--- config.mk ---
export PLATFORM = sky130hd
export DESIGN_NAME = alu_trap_unit
export DESIGN_NICKNAME = d
export VERILOG_FILES = /design/src/rtl/alu_trap_pkg.sv /design/src/rtl/alu_decode.sv /design/src/rtl/alu_adder.sv /design/src/rtl/alu_logic.sv /design/src/rtl/alu_flags.sv /design/src/rtl/alu_trap_unit.sv
export SDC_FILE = /design/constraint.sdc
export NUM_CORES = 1
export LEC_CHECK = 0
export ABC_AREA = 0
export BUFFER_PORTS_ARGS = -buffer_cell sky130_fd_sc_hd__buf_2
export CAP_MARGIN = 20
export CORE_ASPECT_RATIO = 1.5
export CORE_MARGIN = 2
export CORE_UTILIZATION = 46
export CTS_BUF_LIST = sky130_fd_sc_hd__clkbuf_16
export DETAILED_ROUTE_END_ITERATION = 10
export PLACE_DENSITY = 0.67
export SYNTH_ARGS = -nofsm -noshare
export SYNTH_HDL_FRONTEND = slang
export SYNTH_SLANG_ARGS = --single-unit
--- constraint.sdc ---
create_clock -name clk -period 5 [get_ports clk]
set_clock_uncertainty 0.15 [all_clocks]
set_input_delay 0.25 -clock clk [delete_from_list [all_inputs] [get_ports clk]]
set_output_delay 0.25 -clock clk [all_outputs]
set_load 0.005 [all_outputs]
--- src/rtl/alu_trap_pkg.sv ---
// Package: shared opcode encoding and decoded-control record for the ALU.
package alu_trap_pkg;

    typedef enum logic [3:0] {
        OP_ADD   = 4'd0,
        OP_ADDI  = 4'd1,
        OP_ADDU  = 4'd2,
        OP_ADDIU = 4'd3,
        OP_SUB   = 4'd4,
        OP_SUBU  = 4'd5,
        OP_AND   = 4'd6,
        OP_OR    = 4'd7,
        OP_NOR   = 4'd8,
        OP_SLL   = 4'd9,
        OP_SRL   = 4'd10
    } alu_op_e;

    typedef enum logic [2:0] {
        LU_AND,
        LU_OR,
        LU_NOR,
        LU_SLL,
        LU_SRL
    } logic_fn_e;

    typedef struct packed {
        logic      known;       // opcode is defined
        logic      use_adder;   // result comes from the adder
        logic      subtract;    // adder computes a + ~b + 1
        logic      check_ovf;   // signed form: overflow traps
        logic_fn_e lfn;         // bitwise/shift function
    } alu_ctrl_t;

endpackage

--- src/rtl/alu_decode.sv ---
// Module: alu_decode
// Turns the 4-bit opcode into the control record. Assumes undefined codes
// must produce known=0 so the top ignores them.
module alu_decode
    import alu_trap_pkg::*;
(
    input  logic [3:0] op_code,
    output alu_ctrl_t  ctrl
);
    // Purpose: map each opcode onto datapath controls.
    always_comb begin
        ctrl = '{known: 1'b1, use_adder: 1'b0, subtract: 1'b0,
                 check_ovf: 1'b0, lfn: LU_AND};
        unique case (op_code)
            OP_ADD, OP_ADDI:   begin ctrl.use_adder = 1'b1; ctrl.check_ovf = 1'b1; end
            OP_ADDU, OP_ADDIU: ctrl.use_adder = 1'b1;
            OP_SUB:            begin ctrl.use_adder = 1'b1; ctrl.subtract = 1'b1;
                                     ctrl.check_ovf = 1'b1; end
            OP_SUBU:           begin ctrl.use_adder = 1'b1; ctrl.subtract = 1'b1; end
            OP_AND:            ctrl.lfn = LU_AND;
            OP_OR:             ctrl.lfn = LU_OR;
            OP_NOR:            ctrl.lfn = LU_NOR;
            OP_SLL:            ctrl.lfn = LU_SLL;
            OP_SRL:            ctrl.lfn = LU_SRL;
            default:           ctrl.known = 1'b0;
        endcase
    end
endmodule

--- src/rtl/alu_adder.sv ---
// Module: alu_adder
// Add/subtract with carry out and signed-overflow detection. Subtraction
// inverts the second operand and injects a carry of one.
module alu_adder #(
    parameter int WIDTH = 32
) (
    input  logic [WIDTH-1:0] a,
    input  logic [WIDTH-1:0] b,
    input  logic             subtract,
    output logic [WIDTH-1:0] sum,
    output logic             carry_out,
    output logic             overflow
);
    localparam int MSB = WIDTH - 1;

    logic [WIDTH-1:0] b_eff;
    logic [WIDTH:0]   wide;

    // Purpose: form the effective operand and the widened sum.
    always_comb begin
        b_eff     = subtract ? ~b : b;
        wide      = {1'b0, a} + {1'b0, b_eff} + {{WIDTH{1'b0}}, subtract};
        sum       = wide[MSB:0];
        carry_out = wide[WIDTH];
    end

    // Purpose: overflow when the effective operands agree in sign and the sum does not.
    always_comb begin
        overflow = (a[MSB] == b_eff[MSB]) && (sum[MSB] != a[MSB]);
    end
endmodule

--- src/rtl/alu_logic.sv ---
// Module: alu_logic
// Bitwise functions and logical shifts; shift amount from low bits of b.
module alu_logic
    import alu_trap_pkg::*;
#(
    parameter int WIDTH = 32
) (
    input  logic [WIDTH-1:0] a,
    input  logic [WIDTH-1:0] b,
    input  logic_fn_e        lfn,
    output logic [WIDTH-1:0] y
);
    localparam int SHW = $clog2(WIDTH);

    logic [SHW-1:0] shamt;

    // Purpose: select the bitwise or shift result.
    always_comb begin
        shamt = b[SHW-1:0];
        unique case (lfn)
            LU_AND:  y = a & b;
            LU_OR:   y = a | b;
            LU_NOR:  y = ~(a | b);
            LU_SLL:  y = a << shamt;
            LU_SRL:  y = a >> shamt;
            default: y = '0;
        endcase
    end
endmodule

--- src/rtl/alu_flags.sv ---
// Module: alu_flags
// Derives sign, zero and low-byte parity from a result; passes carry.
module alu_flags #(
    parameter int WIDTH    = 32,
    parameter int PAR_BITS = 8
) (
    input  logic [WIDTH-1:0] y,
    input  logic             carry_in,
    output logic [3:0]       flags    // {sign, zero, carry, parity}
);
    // Purpose: compute the four condition bits.
    always_comb begin
        flags[3] = y[WIDTH-1];
        flags[2] = (y == '0);
        flags[1] = carry_in;
        flags[0] = ~^y[PAR_BITS-1:0];
    end
endmodule

--- src/rtl/alu_trap_unit.sv ---
// Module: alu_trap_unit
// Top of the ALU: decode, adder, logic unit, flags, and the registered
// result/flag/trap/EPC stage. Assumes one operation per op_valid cycle
// and a synchronous active-low reset.
module alu_trap_unit
    import alu_trap_pkg::*;
#(
    parameter int WIDTH    = 32,
    parameter int PAR_BITS = 8
) (
    input  logic             clk,
    input  logic             rst_n,
    input  logic             op_valid,
    input  logic [3:0]       op_code,
    input  logic [WIDTH-1:0] opnd_a,
    input  logic [WIDTH-1:0] opnd_b,
    input  logic [WIDTH-1:0] instr_addr,
    output logic [WIDTH-1:0] result,
    output logic             wr_en,
    output logic             flag_sign,
    output logic             flag_zero,
    output logic             flag_carry,
    output logic             flag_parity,
    output logic             trap,
    output logic [WIDTH-1:0] epc
);
    alu_ctrl_t        ctrl;
    logic [WIDTH-1:0] add_y, log_y, res_d;
    logic             add_c, add_ovf, carry_d, trap_d;
    logic [3:0]       flags_d, flags_q;

    alu_decode u_dec (.op_code(op_code), .ctrl(ctrl));

    alu_adder #(.WIDTH(WIDTH)) u_add (
        .a(opnd_a), .b(opnd_b), .subtract(ctrl.subtract),
        .sum(add_y), .carry_out(add_c), .overflow(add_ovf));

    alu_logic #(.WIDTH(WIDTH)) u_log (
        .a(opnd_a), .b(opnd_b), .lfn(ctrl.lfn), .y(log_y));

    alu_flags #(.WIDTH(WIDTH), .PAR_BITS(PAR_BITS)) u_flg (
        .y(res_d), .carry_in(carry_d), .flags(flags_d));

    // Purpose: choose result, carry and trap condition for this operation.
    always_comb begin
        res_d   = ctrl.use_adder ? add_y : log_y;
        carry_d = ctrl.use_adder & add_c;
        trap_d  = ctrl.check_ovf & add_ovf;
    end

    // Purpose: register outputs, pulse trap/write and capture the EPC.
    always_ff @(posedge clk) begin
        if (!rst_n) begin
            result  <= '0;
            flags_q <= '0;
            wr_en   <= 1'b0;
            trap    <= 1'b0;
            epc     <= '0;
        end else begin
            wr_en <= 1'b0;
            trap  <= 1'b0;
            if (op_valid && ctrl.known) begin
                result  <= res_d;
                flags_q <= flags_d;
                wr_en   <= !trap_d;
                trap    <= trap_d;
                if (trap_d) begin
                    epc <= instr_addr;
                end
            end
        end
    end

    assign {flag_sign, flag_zero, flag_carry, flag_parity} = flags_q;
endmodule

== Word-level counts from Yosys, hierarchy flattened ==
Index checks and enable logic that the tools add are counted.

* Memory bits (read-only): 0
* Memories: 0
* Memory bits (writable): 0
* Word-level logic and storage cells: 52
* Latch bits: 0
* Bits in registers: 70

* $add $sub $neg: 2
* Eq/ne operators: 16
* Bitwise logic cells: 6
* Reductions and logical operators: 13
* Divide/modulo/power cells: 0
* $mul: 0
* Shifts and indexed selects: 2
* Muxes and demuxes: 8
* Magnitude comparators: 0

{| class="wikitable"
|+ Operators by type and width
! operator !! number
|-
| 32-bit case mux with 5 select lines || 1
|-
| 32-bit 2-to-1 mux || 2
|-
| 32-bit inverter || 2
|-
| 32-bit by 32-bit adder with 33-bit output || 1
|-
| 33-bit by 1-bit adder with 33-bit output || 1
|-
| 32-bit bitwise AND || 1
|-
| 32-bit logical NOT || 1
|-
| 32-bit bitwise OR || 1
|-
| 32-bit by 5-bit << shifter with 32-bit output || 1
|-
| 32-bit by 5-bit right shift with 32-bit output || 1
|-
| 4-bit by 3-bit == test with 1-bit output, second input constant || 4
|-
| 4-bit == test, second input constant || 3
|-
| 3-bit case mux with 4 select lines || 1
|-
| 11-bit OR reduction || 1
|-
| 4-bit by 2-bit == test with 1-bit output, second input constant || 2
|-
| 8-bit XNOR reduction || 1
|-
| 3-bit by 2-bit == test with 1-bit output, second input constant || 2
|-
| 6-bit OR reduction || 1
|-
| 4-bit by 1-bit == test with 1-bit output, second input constant || 1
|-
| 4-bit logical NOT || 1
|-
| 1-bit 2-to-1 mux || 4
|-
| 2-bit AND reduction || 2
|-
| 3-bit by 1-bit == test with 1-bit output, second input constant || 1
|-
| 3-bit == test, second input constant || 1
|-
| other kinds (8) || 10
|}

== Longest topological paths before layout ==
* Depth after elaboration: 10
* Depth in mapped cells: 22
* Depth with buffers taken out: 17

== Cells and area by module ==
Synthesis repeated with hierarchy kept, for this count alone.

* Cells, all modules: 1,245
* Area total of the unflattened synthesis: 10,346.2 µm²

{| class="wikitable"
|+ Modules (own cells, without submodules)
! module !! area an instance (µm²) !! seq. area each (µm²) !! instances !! cells an instance
|-
| alu_logic || 4,744.6 || 0.0 || 1 || 619
|-
| alu_trap_unit || 3,333.2 || 1,401.3 || 1 || 314
|-
| alu_adder || 1,983.2 || 0.0 || 1 || 276
|-
| alu_flags || 205.2 || 0.0 || 1 || 27
|-
| alu_decode || 80.1 || 0.0 || 1 || 9
|}

== Worst setup path after synthesis ==
Ideal clock, no wire load.

* Kind: input to register
* From: input port opnd_b[1]
* To: register flags_q[2]
* Stages on the path: 19
* Path slack: 0.559 ns
* Path buffers: 6
* Arrival: 4.222 ns
* Required time: 4.781 ns
* Path through: buf_6 -> buf_6 -> buf_4 -> buf_2 -> buf_2 -> buf_2 -> xor2_1 -> inv_1 -> fa_1 -> nor2b_1 -> o2111ai_1 -> a211oi_2 -> o2111ai_1 -> a21oi_1 -> nor3b_1 -> or4b_1 -> nor4_1 -> nand4_1 -> o21ai_1

* Word-level cells in the longest chain between the ends: 6
* Elaborated cells on any way between the ends: 12

{| class="wikitable"
|+ RTL lines
! item !! line !! RTL
|-
| start: declaration || alu_trap_unit.sv:16 || <nowiki>input logic [WIDTH-1:0] opnd_b,</nowiki>
|-
| 32-bit inverter || alu_adder.sv:21 || <nowiki>b_eff = subtract ? ~b : b;</nowiki>
|-
| 32-bit 2-to-1 mux || alu_adder.sv:21 ||
|-
| 32-bit by 32-bit adder with 33-bit output || alu_adder.sv:22 || <nowiki>wide = {1'b0, a} + {1'b0, b_eff} + {{WIDTH{1'b0}}, subtract};</nowiki>
|-
| 33-bit by 1-bit adder with 33-bit output || alu_adder.sv:22 ||
|-
| 32-bit 2-to-1 mux (*) || alu_trap_unit.sv:46 || <nowiki>res_d = ctrl.use_adder ? add_y : log_y;</nowiki>
|-
| 32-bit logical NOT (*) || alu_flags.sv:14 || <nowiki>flags[2] = (y == '0);</nowiki>
|-
| end signal: assignment || alu_trap_unit.sv:64 || <nowiki>flags_q <= flags_d;</nowiki>
|-
| end: declaration || alu_trap_unit.sv:30 || <nowiki>logic [3:0] flags_d, flags_q;</nowiki>
|}

Mark *: on every way between the ends. The rest lies on a longest branch, timed or not.
A chain may end at the register's enable or synchronous reset.

== Worst setup path in the final report ==
* From: input port op_code[3]
* To: register flags_q[2]

* Word-level cells in the longest chain between the ends: 8
* Elaborated cells on any way between the ends: 30

{| class="wikitable"
|+ RTL lines
! item !! line !! RTL
|-
| start: declaration || alu_trap_unit.sv:14 || <nowiki>input logic [3:0] op_code,</nowiki>
|-
| 4-bit by 3-bit == test with 1-bit output || alu_decode.sv:14 || <nowiki>unique case (op_code)</nowiki>
|-
| 2-bit OR reduction (no line) || n/a ||
|-
| 1-bit 2-to-1 mux || alu_decode.sv:14 ||
|-
| 32-bit 2-to-1 mux || alu_adder.sv:21 ||
|-
| 32-bit by 32-bit adder with 33-bit output || alu_adder.sv:22 ||
|-
| 33-bit by 1-bit adder with 33-bit output || alu_adder.sv:22 ||
|-
| 32-bit 2-to-1 mux || alu_trap_unit.sv:46 ||
|-
| 32-bit logical NOT || alu_flags.sv:14 ||
|}

Several ways; a longest one is shown, not always the timed one.

==> results_dict.tcl <==
set metrics [dict create \
    run_status "finished, final reports clean" \
    dp_hpwl_um 33400 \
    post_cts_clock_slew_at_the_launch_and_capture_registers_of_the_worst_setup_and_hold_paths_ns 0.05 \
    antenna_found_initial 2 \
    timing.setup.tns_ns 0 \
    synth_async_sr_flop_share_pct 0 \
    placement.io_buffers 172 \
    floorplan.die_area_um2 23400 \
    cts-buffers-inserted 9 \
    synth.yosys.warnings 0 \
    final_min_period_over_clock_period_pct 82.1 \
    synth.yosys.seq_area_share_pct 13.5 \
    drive_gt1_share_pct 20.2 \
    finalNetCount 1615 \
    worst-setup-path-type "in2reg" \
    deepest_clock_path_buffer_count 2 \
    clk_latency_ns 0.32 \
    cp_data_required_time_ns 5.11 \
    grt_first_pass_wirelength_um 64400 \
    largest_net_degree_at_the_start_of_global_routing 87 \
    die_width_um 126 \
    placed_area_um2 11200 \
    dpl_worst_slack_ns 0.385 \
    io_pins 173 \
    postSynthCellCount 1384 \
    maxClockFrequency_ghz 0.244 \
    power_density_nw_per_um2 207 \
    cts.sinks 69 \
    critical_path.startpoint_type "primary input" \
    clock_tree_from_tritoncts "done" \
    ys_types 75 \
    detail_route.vias_per_cell 6.53 \
    detailedRoute.firstIterationViolations 992 \
    report.final.setup_viol 0 \
    initial_utilization_pct 47.1 \
    cap_violations 0 \
    utilization_pct 52.7 \
    first_global_vias 10700 \
    p_comb_share_pct 51.9 \
    rsz0062_at_grt "false" \
    grt_util_all_layers_pct 34.9 \
    post_drt_wl_per_cell_um 24.4 \
    layout-area-overhead-vs-synth_pct 12.1 \
    most_common_library_cell_in_the_layout_ignoring_fill_and_taps "sky130_fd_sc_hd__nand2_1" \
    postSynth.topFlopCell "sky130_fd_sc_hd__dfxtp_1" \
    cts_repair_resize_count 0 \
    p_sw_mw 0.992 \
    post-cts-setup-buffer-count 0 \
    power.ir.vdd_worst_uv 148 \
    num_rows 66 \
    power_switching_share_pct 41.9 \
    ys_ff_latch 69 \
    stdcell_area_um2 11500 \
    ant_nets 0 \
    internal_power_mw 1.37 \
    final.fill_count 2189 \
    drc_errors 0 \
    clock_tree.htree_level_count 3 \
    length_of_the_first_detailed_routing_pass_in_iterations 6 \
    finalHoldViolCount 0 \
    post-route-min-period_ns 4.10 \
    holdCritPathClass "in2reg" \
    netlist_area_um2 10200 \
    worst_pin_slew_ns 1.01 \
    max-slew-margin-rel_pct 32.8 \
    smallest_setup_slack_after_layout_ns 0.897 \
    timing.critical_path.to_type "flip-flop" \
    postSynthAreaPerCell_um2 7.38 \
    crit_arrival_ns 4.21 \
    clock_power_share_pct 23.1 \
    timing_max_transition_violations_final 0 \
    synth_edf_count 0 \
    core-area_um2 21700 \
    detailroute.via_count 11400 \
    total_power_mw 2.37 \
    leakage_nw 4.68 \
    power.sequential.fraction_pct 25.0 \
    mostFrequentLayoutCells "sky130_fd_sc_hd__nand2_1 (192), sky130_fd_sc_hd__buf_2 (171), sky130_fd_sc_hd__a21oi_1 (123)" \
    aggregate_global_routing_overflow 0 \
    die-height_um 187 \
    cts.hold.buffers_added 0 \
    ctsRootBufferMaster "sky130_fd_sc_hd__clkbuf_16" \
    wl_um 42600 \
    rd_place_congestion 1.03 \
    synth_nets 1529 \
    crit_path_max_fanout 10 \
]
## worst max-delay path: stages
cell,delay [ns]
sky130_fd_sc_hd__buf_2,0.12
sky130_fd_sc_hd__nor3b_2,0.32
sky130_fd_sc_hd__buf_4,0.27
sky130_fd_sc_hd__xor2_1,0.17
sky130_fd_sc_hd__ha_1,0.33
sky130_fd_sc_hd__a21oi_1,0.31
sky130_fd_sc_hd__o21ai_0,0.30
sky130_fd_sc_hd__or3_1,0.43
sky130_fd_sc_hd__o21ai_0,0.57
sky130_fd_sc_hd__nand4_1,0.32
sky130_fd_sc_hd__a211o_1,0.35
sky130_fd_sc_hd__a31oi_1,0.22
sky130_fd_sc_hd__nand4_1,0.11
sky130_fd_sc_hd__o21ai_1,0.12
## logic make-up after synthesis
group           Yosys count  share of synthesized area (%)
buf+inv                 149                           6.23
xor+xnor                 47                           4.03
mux                     157                           20.6
fa+ha+maj                42                           5.22
flops                    69                           13.5
simple gates            480                           22.4
compound gates          440                           28.0
## registers in the layout (all words and copies together), names as in the netlist
signal and flops:
trap 1, wr_en 1, epc 32, result 32, flags_q 3
## cells in the mapped netlist, types with 28 or more instances
master / count / area [um^2]
sky130_fd_sc_hd__xor2_1: 34 / 298
sky130_fd_sc_hd__dfxtp_1: 69 / 1380
sky130_fd_sc_hd__and2_1: 28 / 175
sky130_fd_sc_hd__nor2_1: 94 / 353
sky130_fd_sc_hd__nor2b_1: 45 / 282
sky130_fd_sc_hd__buf_1: 28 / 105
sky130_fd_sc_hd__mux4_2: 35 / 788
sky130_fd_sc_hd__o21ai_0: 90 / 450
sky130_fd_sc_hd__ha_1: 41 / 513
sky130_fd_sc_hd__clkbuf_1: 79 / 297
sky130_fd_sc_hd__mux2i_1: 93 / 931
sky130_fd_sc_hd__nand2_1: 192 / 721
sky130_fd_sc_hd__a21oi_1: 123 / 616
## path summary, 6_finish.rpt
| check | start | end | slack [ns] | depth (start not counted) |
|---|---|---|---|---|
| max | op_code[3] | flags_q[2] | 0.90 | 14 |
| min reg2reg | flags_q[2] | flags_q[2] | 0.31 | 2 |
| min | instr_addr[9] | epc[9] | 0.03 | 3 |
| max reg2reg | result[23] | result[23] | 3.96 | 3 |
## power by group through the flow
stage	logic, mW	registers, mW	clock network [mW]
6_report	1.23	0.593	0.546
5_1_grt	1.33	0.596	0.581
4_1_cts	1.20	0.593	0.560
3_5_place_dp	1.19	0.604	0
3_3_place_gp	1.19	0.603	0
2_1_floorplan	0.802	0.606	0
## layer usage
layer | track usage (%) | up-vias | part of all wire, %
li1 | - | 5348 | -
met1 | 41.9 | 5386 | 38
met2 | 61.4 | 577 | 50
met3 | 3.53 | 111 | 6.8
met4 | 17.5 | 0 | 5.6
met5 | 0 | - | 0
## through the flow
| stage | instances | hold slack [ns] |
|---|---|---|
| after floorplan | 1384 | 0.240 |
| after global placement | 1730 | 0.291 |
| after detailed placement | 1730 | 0.306 |
| after CTS | 1746 | 0.0249 |
| after global routing | 1747 | 0.0344 |
| final | 1749 | 0.0313 |
## cell type report
type / instances / area [um^2] / area share (%)
multi-input combinational: 1166 / 8210 / 71.6
sequential: 69 / 1380 / 12.1
timing repair buffer: 212 / 1220 / 10.6
tap: 272 / 340 / 2.97
clock buffer: 9 / 225 / 1.97
inverter: 12 / 45.0 / 0.393
clock inverter: 7 / 33.8 / 0.295
antenna: 2 / 5.00 / 0.0437
Power figures use the tool's default switching activity.
